`config.mk`:
```
export PLATFORM = sky130hd
export DESIGN_NAME = sram_async_ctrl
export DESIGN_NICKNAME = d
export VERILOG_FILES = /design/src/rtl/sram_ctrl_pkg.sv /design/src/rtl/sram_phase_timer.sv /design/src/rtl/sram_dq_port.sv /design/src/rtl/sram_ctrl_fsm.sv /design/src/rtl/sram_async_ctrl.sv
export SDC_FILE = /design/constraint.sdc
export NUM_CORES = 1
export LEC_CHECK = 0
export BUFFER_PORTS_ARGS = -buffer_cell sky130_fd_sc_hd__buf_2
export CAP_MARGIN = 25
export CORE_UTILIZATION = 42
export DETAILED_ROUTE_END_ITERATION = 6
export PLACE_DENSITY = 0.75
export REMOVE_ABC_BUFFERS = 1
export SYNTH_ARGS = -nofsm -noshare
export SYNTH_HDL_FRONTEND = slang
export SYNTH_SLANG_ARGS = --single-unit
export TNS_END_PERCENT = 1
```
`constraint.sdc`:
```
create_clock -name clk -period 2 [get_ports clk]
set_input_delay 0.1 -clock clk [delete_from_list [all_inputs] [get_ports clk]]
set_output_delay 0.1 -clock clk [all_outputs]
set_load 0.1 [all_outputs]
```
`src/rtl/sram_ctrl_pkg.sv`:
```
package sram_ctrl_pkg;

    typedef enum logic [1:0] {
        ST_IDLE  = 2'd0,
        ST_READ  = 2'd1,
        ST_WRITE = 2'd2
    } ctrl_state_e;

    // Whole clock cycles covering a nanosecond limit, never below one.
    function automatic int ns_to_cycles(input int lim_ns, input int period_ns);
        int c;
        c = (lim_ns + period_ns - 1) / period_ns;
        return (c < 1) ? 1 : c;
    endfunction

    function automatic int max2(input int a, input int b);
        return (a > b) ? a : b;
    endfunction

endpackage

```
`src/rtl/sram_phase_timer.sv`:
```
module sram_phase_timer #(
    parameter int TW = 4
) (
    input  logic          clk,
    input  logic          rst_n,
    input  logic          load,
    input  logic [TW-1:0] load_val,
    output logic [TW-1:0] cnt,
    output logic          zero
);
    logic [TW-1:0] cnt_d, cnt_q;

    always_comb begin
        cnt_d = cnt_q;
        if (load) begin
            cnt_d = load_val;
        end else if (cnt_q != '0) begin
            cnt_d = cnt_q - 1'b1;
        end
    end

    always_ff @(posedge clk) begin
        if (!rst_n) cnt_q <= '0;
        else        cnt_q <= cnt_d;
    end

    assign cnt  = cnt_q;
    assign zero = (cnt_q == '0);

    AST_TMR_FLOOR: assert property (@(posedge clk) disable iff (!rst_n)
        (!load && zero) |=> zero);

endmodule

```
`src/rtl/sram_dq_port.sv`:
```
module sram_dq_port #(
    parameter int DW = 8
) (
    input  logic          clk,
    input  logic          rst_n,
    input  logic          wdata_load,
    input  logic [DW-1:0] wdata_in,
    input  logic          capture,
    input  logic [DW-1:0] dq_in,
    output logic [DW-1:0] dq_out,
    output logic [DW-1:0] rdata
);
    typedef struct packed {
        logic [DW-1:0] wbuf;
        logic [DW-1:0] rbuf;
    } port_regs_t;

    port_regs_t r_d, r_q;

    always_comb begin
        r_d = r_q;
        if (wdata_load) r_d.wbuf = wdata_in;
        if (capture)    r_d.rbuf = dq_in;
    end

    always_ff @(posedge clk) begin
        if (!rst_n) r_q <= '0;
        else        r_q <= r_d;
    end

    assign dq_out = r_q.wbuf;
    assign rdata  = r_q.rbuf;

    AST_RDATA_HOLD: assert property (@(posedge clk) disable iff (!rst_n)
        !capture |=> $stable(rdata));

endmodule

```
`src/rtl/sram_ctrl_fsm.sv`:
```
module sram_ctrl_fsm
    import sram_ctrl_pkg::*;
#(
    parameter int AW     = 17,
    parameter int TW     = 4,
    parameter int RD_CYC = 7,
    parameter int WR_CYC = 7,
    parameter int TA_CYC = 2
) (
    input  logic          clk,
    input  logic          rst_n,
    input  logic          standby_req,
    input  logic          req_valid,
    input  logic          req_write,
    input  logic [AW-1:0] req_addr,
    input  logic [TW-1:0] tmr_cnt,
    input  logic          tmr_zero,
    output logic          tmr_load,
    output logic [TW-1:0] tmr_val,
    output logic          wdata_load,
    output logic          capture,
    output logic          req_ack,
    output logic [AW-1:0] mem_addr,
    output logic          mem_cs_n,
    output logic          mem_cs,
    output logic          mem_we_n,
    output logic          mem_oe_n,
    output logic          mem_dq_oe
);
    localparam logic [TW-1:0] RD_LOAD  = TW'(RD_CYC - 1);
    localparam logic [TW-1:0] WR_LOAD  = TW'(WR_CYC - 1);
    localparam logic [TW-1:0] DRV_MARK = TW'(WR_CYC - TA_CYC);

    typedef struct packed {
        ctrl_state_e   state;
        logic [AW-1:0] addr;
        logic          cs_n;
        logic          cs;
        logic          we_n;
        logic          oe_n;
        logic          dq_oe;
        logic          ack;
    } ctrl_regs_t;

    localparam ctrl_regs_t REGS_RST = '{
        state: ST_IDLE, addr: '0, cs_n: 1'b1, cs: 1'b0,
        we_n: 1'b1, oe_n: 1'b1, dq_oe: 1'b0, ack: 1'b0
    };

    ctrl_regs_t r_d, r_q;
    logic       accept;

    assign accept = (r_q.state == ST_IDLE) && req_valid && !standby_req && !r_q.ack;

    always_comb begin
        r_d        = r_q;
        r_d.ack    = 1'b0;
        tmr_load   = 1'b0;
        tmr_val    = req_write ? WR_LOAD : RD_LOAD;
        wdata_load = 1'b0;
        capture    = 1'b0;
        unique case (r_q.state)
            ST_IDLE: begin
                if (accept) begin
                    r_d.addr = req_addr;
                    r_d.cs_n = 1'b0;
                    r_d.cs   = 1'b1;
                    tmr_load = 1'b1;
                    if (req_write) begin
                        r_d.we_n   = 1'b0;
                        r_d.state  = ST_WRITE;
                        wdata_load = 1'b1;
                    end else begin
                        r_d.oe_n  = 1'b0;
                        r_d.state = ST_READ;
                    end
                end
            end
            ST_READ: begin
                if (tmr_zero) begin
                    capture   = 1'b1;
                    r_d.ack   = 1'b1;
                    r_d.cs_n  = 1'b1;
                    r_d.cs    = 1'b0;
                    r_d.oe_n  = 1'b1;
                    r_d.state = ST_IDLE;
                end
            end
            ST_WRITE: begin
                if (tmr_cnt == DRV_MARK) r_d.dq_oe = 1'b1;
                if (tmr_zero) begin
                    r_d.we_n  = 1'b1;
                    r_d.dq_oe = 1'b0;
                    r_d.ack   = 1'b1;
                    r_d.cs_n  = 1'b1;
                    r_d.cs    = 1'b0;
                    r_d.state = ST_IDLE;
                end
            end
            default: r_d = REGS_RST;
        endcase
    end

    always_ff @(posedge clk) begin
        if (!rst_n) r_q <= REGS_RST;
        else        r_q <= r_d;
    end

    assign req_ack   = r_q.ack;
    assign mem_addr  = r_q.addr;
    assign mem_cs_n  = r_q.cs_n;
    assign mem_cs    = r_q.cs;
    assign mem_we_n  = r_q.we_n;
    assign mem_oe_n  = r_q.oe_n;
    assign mem_dq_oe = r_q.dq_oe;

    AST_IDLE_QUIET: assert property (@(posedge clk) disable iff (!rst_n)
        (r_q.state == ST_IDLE) |-> (mem_cs_n && !mem_cs && mem_we_n && mem_oe_n && !mem_dq_oe));
    AST_CS_OPPOSED: assert property (@(posedge clk) disable iff (!rst_n)
        mem_cs_n != mem_cs);
    AST_NO_RW_OVERLAP: assert property (@(posedge clk) disable iff (!rst_n)
        !(!mem_we_n && !mem_oe_n));
    AST_RELEASE_AT_RISE: assert property (@(posedge clk) disable iff (!rst_n)
        $rose(mem_we_n) |-> !mem_dq_oe);
    AST_TA_GAP: assert property (@(posedge clk) disable iff (!rst_n)
        $fell(mem_we_n) |-> !mem_dq_oe);
    AST_DRV_IN_PULSE: assert property (@(posedge clk) disable iff (!rst_n)
        mem_dq_oe |-> (!mem_we_n && mem_oe_n && !mem_cs_n));
    AST_ADDR_HELD: assert property (@(posedge clk) disable iff (!rst_n)
        (!mem_cs_n && !$past(mem_cs_n)) |-> $stable(mem_addr));
    AST_ACK_SINGLE: assert property (@(posedge clk) disable iff (!rst_n)
        req_ack |=> !req_ack);
    AST_STANDBY_HOLD: assert property (@(posedge clk) disable iff (!rst_n)
        (standby_req && r_q.state == ST_IDLE) |=> mem_cs_n);

endmodule

```
`src/rtl/sram_async_ctrl.sv`:
```
module sram_async_ctrl
    import sram_ctrl_pkg::*;
#(
    parameter int AW        = 17,
    parameter int DW        = 8,
    parameter int CLK_NS    = 5,
    parameter int ACCESS_NS = 35,
    parameter int CYCLE_NS  = 35,
    parameter int PULSE_NS  = 25,
    parameter int SETUP_NS  = 20,
    parameter int RELEASE_NS = 10
) (
    input  logic          clk,
    input  logic          rst_n,
    input  logic          standby_req,
    input  logic          req_valid,
    input  logic          req_write,
    input  logic [AW-1:0] req_addr,
    input  logic [DW-1:0] req_wdata,
    output logic          req_ack,
    output logic [DW-1:0] req_rdata,
    output logic [AW-1:0] mem_addr,
    output logic          mem_cs_n,
    output logic          mem_cs,
    output logic          mem_we_n,
    output logic          mem_oe_n,
    output logic [DW-1:0] mem_dq_out,
    output logic          mem_dq_oe,
    input  logic [DW-1:0] mem_dq_in
);
    localparam int ACC_CYC = ns_to_cycles(ACCESS_NS, CLK_NS);
    localparam int CYC_CYC = ns_to_cycles(CYCLE_NS, CLK_NS);
    localparam int WP_CYC  = ns_to_cycles(PULSE_NS, CLK_NS);
    localparam int DS_CYC  = ns_to_cycles(SETUP_NS, CLK_NS);
    localparam int TA_CYC  = ns_to_cycles(RELEASE_NS, CLK_NS);
    localparam int RD_CYC  = max2(ACC_CYC, CYC_CYC);
    localparam int WR_CYC  = max2(WP_CYC, max2(TA_CYC + DS_CYC, CYC_CYC));
    localparam int TW      = $clog2(max2(RD_CYC, WR_CYC) + 1);

    logic          tmr_load;
    logic [TW-1:0] tmr_val;
    logic [TW-1:0] tmr_cnt;
    logic          tmr_zero;
    logic          wdata_load;
    logic          capture;

    sram_phase_timer #(.TW(TW)) u_timer (
        .clk      (clk),
        .rst_n    (rst_n),
        .load     (tmr_load),
        .load_val (tmr_val),
        .cnt      (tmr_cnt),
        .zero     (tmr_zero)
    );

    sram_ctrl_fsm #(
        .AW     (AW),
        .TW     (TW),
        .RD_CYC (RD_CYC),
        .WR_CYC (WR_CYC),
        .TA_CYC (TA_CYC)
    ) u_fsm (
        .clk         (clk),
        .rst_n       (rst_n),
        .standby_req (standby_req),
        .req_valid   (req_valid),
        .req_write   (req_write),
        .req_addr    (req_addr),
        .tmr_cnt     (tmr_cnt),
        .tmr_zero    (tmr_zero),
        .tmr_load    (tmr_load),
        .tmr_val     (tmr_val),
        .wdata_load  (wdata_load),
        .capture     (capture),
        .req_ack     (req_ack),
        .mem_addr    (mem_addr),
        .mem_cs_n    (mem_cs_n),
        .mem_cs      (mem_cs),
        .mem_we_n    (mem_we_n),
        .mem_oe_n    (mem_oe_n),
        .mem_dq_oe   (mem_dq_oe)
    );

    sram_dq_port #(.DW(DW)) u_dq (
        .clk        (clk),
        .rst_n      (rst_n),
        .wdata_load (wdata_load),
        .wdata_in   (req_wdata),
        .capture    (capture),
        .dq_in      (mem_dq_in),
        .dq_out     (mem_dq_out),
        .rdata      (req_rdata)
    );

endmodule

```
Yosys cells after proc, flatten, opt, wreduce, memory -nomap -nowiden

Cells that the tools add are included.

$add $sub $neg: 1
Equality and inequality tests: 10
Muxes and demuxes: 26
Bitwise operators: 5
Reduce and logical (&&, ||, !) cells: 18

Operators by type and width:

| cell                | count |
|---|---|
| $pmux 17 s2         | 1 |
| $mux 23             | 1 |
| $mux 1              | 11 |
| $mux 3              | 3 |
| $mux 2              | 4 |
| $ne 2x2->1 const B  | 4 |
| $reduce_and 4->1    | 2 |
| $pmux 1 s3          | 2 |
| $pmux 2 s3          | 1 |
| $reduce_and 2->1    | 3 |
| $reduce_or 2->1     | 3 |
| $not 1->1           | 5 |
| $ne 2x1->1 const B  | 2 |
| $pmux 1 s2          | 2 |
| $pmux 2 s2          | 1 |
| $eq 3x3->1 const B  | 1 |
| $logic_and 1x1->1   | 3 |
| $logic_not 3->1     | 1 |
| $ne 3x2->1 const B  | 1 |
| $reduce_and 3->1    | 1 |
| $reduce_bool 3->1   | 1 |
| $sub 3x1->3 const B | 1 |
| $eq 2x1->1 const B  | 1 |
| $eq 2x2->1 const B  | 1 |
| 3 further kinds     | 4 |

Bits in registers: 44
Output and inout port bits: 39
Word-level logic and storage cells: 72

Logic depth before layout (Yosys ltp)

Word-level depth: 7
Mapped depth: 7
Depth with buffers taken out: 5

By module

A second synthesis with hierarchy kept.

Cell total of the unflattened synthesis: 210
Area, all modules: 2018.2 µm²

Modules (own cells, without submodules):

| module           | instances | cells each | area an instance (µm²) |
|---|---|---|---|
| sram_ctrl_fsm    | 1         | 137        | 1204.9 |
| sram_dq_port     | 1         | 51         | 608.1 |
| sram_phase_timer | 1         | 22         | 205.2 |

Worst setup path before layout

OpenSTA, ideal clock, no wires.

Path type: flip-flop to flip-flop
From: reg u_fsm.r_q, in the netlist u_fsm.req_ack
To: reg u_fsm.r_q, in the netlist u_fsm.mem_we_n
Arrival time: 1.906 ns
Slack: -0.021 ns
Stages on the path, launching flop included: 5
Buffers on the path: 1
Clock period less this slack: 2.021 ns
Cells stage by stage: dfxtp_1 > or3b_1 > buf_2 > or4b_1 > a21o_1

Cells in the longest elaborated chain, start to end: 4

Ends and longest elaborated chain:

| item                              | line                 | RTL |
|---|---|---|
| from (decl)                       | sram_ctrl_fsm.sv:50  | `ctrl_regs_t r_d, r_q;` |
| from (signal assigned)            | sram_ctrl_fsm.sv:106 | `else r_q <= r_d;` |
| $logic_not 1->1                   | sram_ctrl_fsm.sv:53  | `assign accept = (r_q.state == ST_IDLE) && req_valid && !standby_req && !r_q.ack;` |
| $logic_and 1x1->1                 | sram_ctrl_fsm.sv:53  |  |
| $ne 2x1->1 (no source line)       | n/a                  |  |
| $reduce_and 4->1 (no source line) | n/a                  |  |

No other way between the ends.
A chain may end at the register's enable or synchronous reset.

Worst setup path after layout

From: reg u_fsm.r_q[23] (netlist name)
To: reg u_fsm.r_q[23] (netlist name)

Cells in the longest elaborated chain, start to end: 6
Elaborated cells on any way between the ends: 11
Classes of those cells: eq/ne (4); mux (1); reduce/logical (6)

Ends and longest elaborated chain:

| item                              | line |
|---|---|
| $logic_not 2->1                   | sram_ctrl_fsm.sv:53, sram_ctrl_fsm.sv:62 |
| $logic_and 1x1->1 (3 in a row)    | sram_ctrl_fsm.sv:53 |
| $ne 2x1->1 (no source line)       | n/a |
| $reduce_and 2->1 (no source line) | n/a |

Parallel ways exist; a longest one is shown, timed or not.

==> PnR_summary.wiki <==
{| class="wikitable"
! Metric !! Value
|-
| Detail Route Antenna Nets || 0
|-
| Highest clock frequency the design can meet || between 500 and 600 MHz
|-
| Total via count in the routed design || 1699
|-
| Post-placement cell count || 323
|-
| Kind of start point of the critical path || flop
|-
| Post-cts repair resize count || 0
|-
| Post-synth EDFFs || 0
|-
| Clock skew || 0.00829 ns
|-
| Post-route core utilization || roughly 54%
|-
| Largest net degree at the start of global routing || 27
|-
| Mapped Avg Cell Area || 9.01 um2
|-
| Int Pwr || about 1.5 mW
|-
| Number of max-slew violations in the final report || 0
|-
| Peak VDD IR || 566 uV
|-
| Die outline height || about 70 um
|-
| Effective utilization at floorplan || between 40% and 50%
|-
| Leakage component of the power || 1.12 nW
|-
| Clock insertion delay at the later pin of the skew report || ~0.29 ns
|-
| Port Buf Inserts || 76
|-
| Crit path arrival time || around 1.9 ns
|-
| Number of library cell types mapped by synthesis || 39
|-
| Number of warning messages in the yosys log || 0
|-
| Via count of the first global-routing pass || 1573
|-
| Clock sinks || 44
|-
| Endpoint type of the worst setup path || flop
|-
| Number of top-level pins || 77
|-
| Clock-pin slew reported for the worst setup and hold paths after clock tree synthesis || 0.08 ns
|-
| Setup repair after global routing missed its margin || no
|-
| Count of fill cells added during filler insertion || 414
|-
| Outcome || completed
|-
| Proportion of synthesized flip-flops having asynchronous set or reset || 0%
|-
| GRT Overall Usage || 17.2%
|-
| Peak fanout along the critical path || 5
|-
| Shortest period the worst path allows || roughly 1.7 ns
|-
| Max-Slew Margin vs Limit || around two thirds
|-
| Residual overflow from global routing || 0
|-
| Die extent in x || 71.5 um
|-
| Share of power burned in the clock network || a little under a third
|-
| Post-detailed-route wirelength per cell || around 12 um
|-
| Max-cap viol count || 0
|-
| Vias per Instance || roughly 5.1
|-
| Most frequent standard cell in the layout excluding fill and tap cells || sky130_fd_sc_hd__buf_2
|-
| Dominant synthesized flop cell || sky130_fd_sc_hd__dfxtp_1
|-
| Required time of the critical path || around 2.2 ns
|-
| Commonest cells after routing, fill and taps aside || sky130_fd_sc_hd__buf_2, sky130_fd_sc_hd__dfxtp_1, sky130_fd_sc_hd__nand2_1, sky130_fd_sc_hd__mux2i_1, sky130_fd_sc_hd__a21oi_1
|-
| Total area of multi-input combinational cells || roughly 930 um2
|-
| Part of the Yosys area used for sequential elements || roughly 43%
|-
| Routability congestion estimate from global placement || ~0.80
|-
| Synth Cell Area || roughly 0.002 mm2
|-
| Total net switching power || about 0.83 mW
|-
| Max clock buf depth || 2
|-
| Metal2 WL || around 1.8 mm
|-
| Clock buffer count from CTS || 5
|-
| Uppermost layer routed || met4
|-
| Met3 WL || between 300 and 400 um
|-
| Wirelength, routed || 4.05 mm
|-
| Starting DRC count in detailed routing || 94
|-
| Power share of the combinational group || 27.6%
|-
| Sequential cell area || between 800 and 900 um2
|-
| Post-CTS setup buffer count || 0
|-
| Final cycle utilization of the critical path || 83.8%
|-
| Fraction of power spent switching nets || 35.1%
|-
| Sequential power share || roughly two fifths
|-
| Worst min-delay path category || primary input to flop
|-
| Worst-case reg-to-reg path depth || 5
|-
| Maximum level of the CTS H-tree || 2
|-
| Antenna Cells || 0
|-
| Final Hold Fails || 0
|-
| Share of post-route cells with drive strength above 1 || between 30 and 40%
|-
| First-pass GRT wire length || 7.01 mm
|-
| Hold Buf Count CTS || 0
|-
| Length of routed wiring on met1 || ~1.9 mm
|-
| Slew at the pin closest to its max-slew limit || 0.501 ns
|-
| Core area || approximately 0.0045 mm2
|-
| Depth of the worst hold-timing path || 3
|-
| Cell at the root of the clock tree || sky130_fd_sc_hd__clkbuf_8
|-
| DRC viols || 0
|-
| Final-report setup violation count || 0
|-
| Antenna violations before repair || 0
|-
| Growth of design area from synthesis to finish || 20.3%
|-
| Number of standard cells after synthesis || between 200 and 250
|-
| Pwr/cell area || between 900 and 1000 mW/mm2
|-
| Hpwl dp || between 2 and 3 mm
|-
| Type of the worst setup path || flop to flop
|-
| Power Total || ~2.4 mW
|-
| Register bit total from synthesis || 44
|-
| Count of placed standard cells in the final layout, fillers left out || approximately 330
|-
| Total Die Area || approximately 0.0051 mm2
|-
| Num rows || 24
|-
| Pre-antenna DRT Iters || 4
|-
| CTS tree || done
|-
| Final Net Count || 319
|}
## logic make-up after synthesis
| logic type | count (synthesis) | synth area share [%] |
|---|---|---|
| AO/OA/AOI/OAI | 46 | 15.9 |
| adder cells (fa/ha/maj) | 3 | 1.85 |
| buffers and inverters | 38 | 10.7 |
| flip-flops | 44 | 43.5 |
| multiplexers | 17 | 8.46 |
| AND/OR/NAND/NOR | 77 | 19.6 |
## worst max-delay path: stages (launching register included)
cell and delay (ns):
sky130_fd_sc_hd__dfxtp_1 0.39, sky130_fd_sc_hd__inv_1 0.08, sky130_fd_sc_hd__ha_1 0.38, sky130_fd_sc_hd__o31a_1 0.17
sky130_fd_sc_hd__or4b_1 0.47, sky130_fd_sc_hd__a31oi_1 0.13
## final timing paths
check,startpoint,end,slack [ns]
worst max-delay path,u_fsm.r_q[23],u_fsm.r_q[23],0.32
worst min-delay path,req_addr[2],u_fsm.mem_addr[2],0.04
worst max register to register,u_fsm.r_q[23],u_fsm.r_q[23],0.32
worst min register to register,u_fsm.mem_cs,u_fsm.mem_cs,0.45
## through the flow
step / hold WS (ns) / cell area [um2] / worst slack (ns) / TNS [ns]
after floorplan: 0.178 / 1820 / -0.0366 / -0.591
after global placement: 0.342 / 2310 / 0.396 / 0
after detailed placement: 0.349 / 2310 / 0.342 / 0
after CTS: 0.0290 / 2440 / 0.322 / 0
after global routing: 0.0365 / 2440 / 0.192 / 0
final: 0.0411 / 2440 / 0.323 / 0
## power groups by stage
stage | Clock [mW] | Sequential (mW) | Combinational, mW
4_1_cts | 0.759 | 0.970 | 0.652
3_5_place_dp | 0 | 0.989 | 0.651
3_3_place_gp | 0 | 0.988 | 0.648
5_1_grt | 0.786 | 0.979 | 0.686
6_report | 0.734 | 0.970 | 0.649
2_1_floorplan | 0 | 1.33 | 0.159
## layer usage
metal / GRT usage [%] / vias to the layer above
met5: 0 / -
met3: 7.31 / 4
met4: 3.92 / 0
met2: 27.7 / 66
li1: - / 866
met1: 21.4 / 763
## flip-flops by register name, summed over array words and instances (netlist names)
signal           flops
u_fsm.mem_cs_n       1
u_fsm.mem_cs         1
u_fsm.mem_oe_n       1
u_dq.rdata           8
u_fsm.req_ack        1
u_fsm.mem_dq_oe      1
u_fsm.mem_addr      17
u_timer.cnt          3
u_fsm.mem_we_n       1
u_dq.dq_out          8
u_fsm.r_q            2
## Yosys cell counts (4+ instances only)
cell type	count	share of area, %
sky130_fd_sc_hd__o21a_1	8	3.0
sky130_fd_sc_hd__nand2_1	43	8.0
sky130_fd_sc_hd__and3_1	8	2.5
sky130_fd_sc_hd__mux2i_1	16	7.9
sky130_fd_sc_hd__dfxtp_1	44	43
sky130_fd_sc_hd__clkbuf_1	13	2.4
sky130_fd_sc_hd__inv_1	4	0.74
sky130_fd_sc_hd__nand3_1	10	2.5
sky130_fd_sc_hd__buf_4	17	6.3
sky130_fd_sc_hd__a21boi_0	8	3.0
sky130_fd_sc_hd__a21oi_1	14	3.5
## layout make-up
cell class / instances / share of cell area [%]
multi-input cells: 143 / 38.1
flip-flops and latches: 44 / 36.1
repair buffers: 80 / 17.3
clock buffers: 7 / 3.95
well taps: 52 / 2.67
clock inverters: 1 / 1.23
inverters: 4 / 0.616
(Power assumes the default switching activity.)
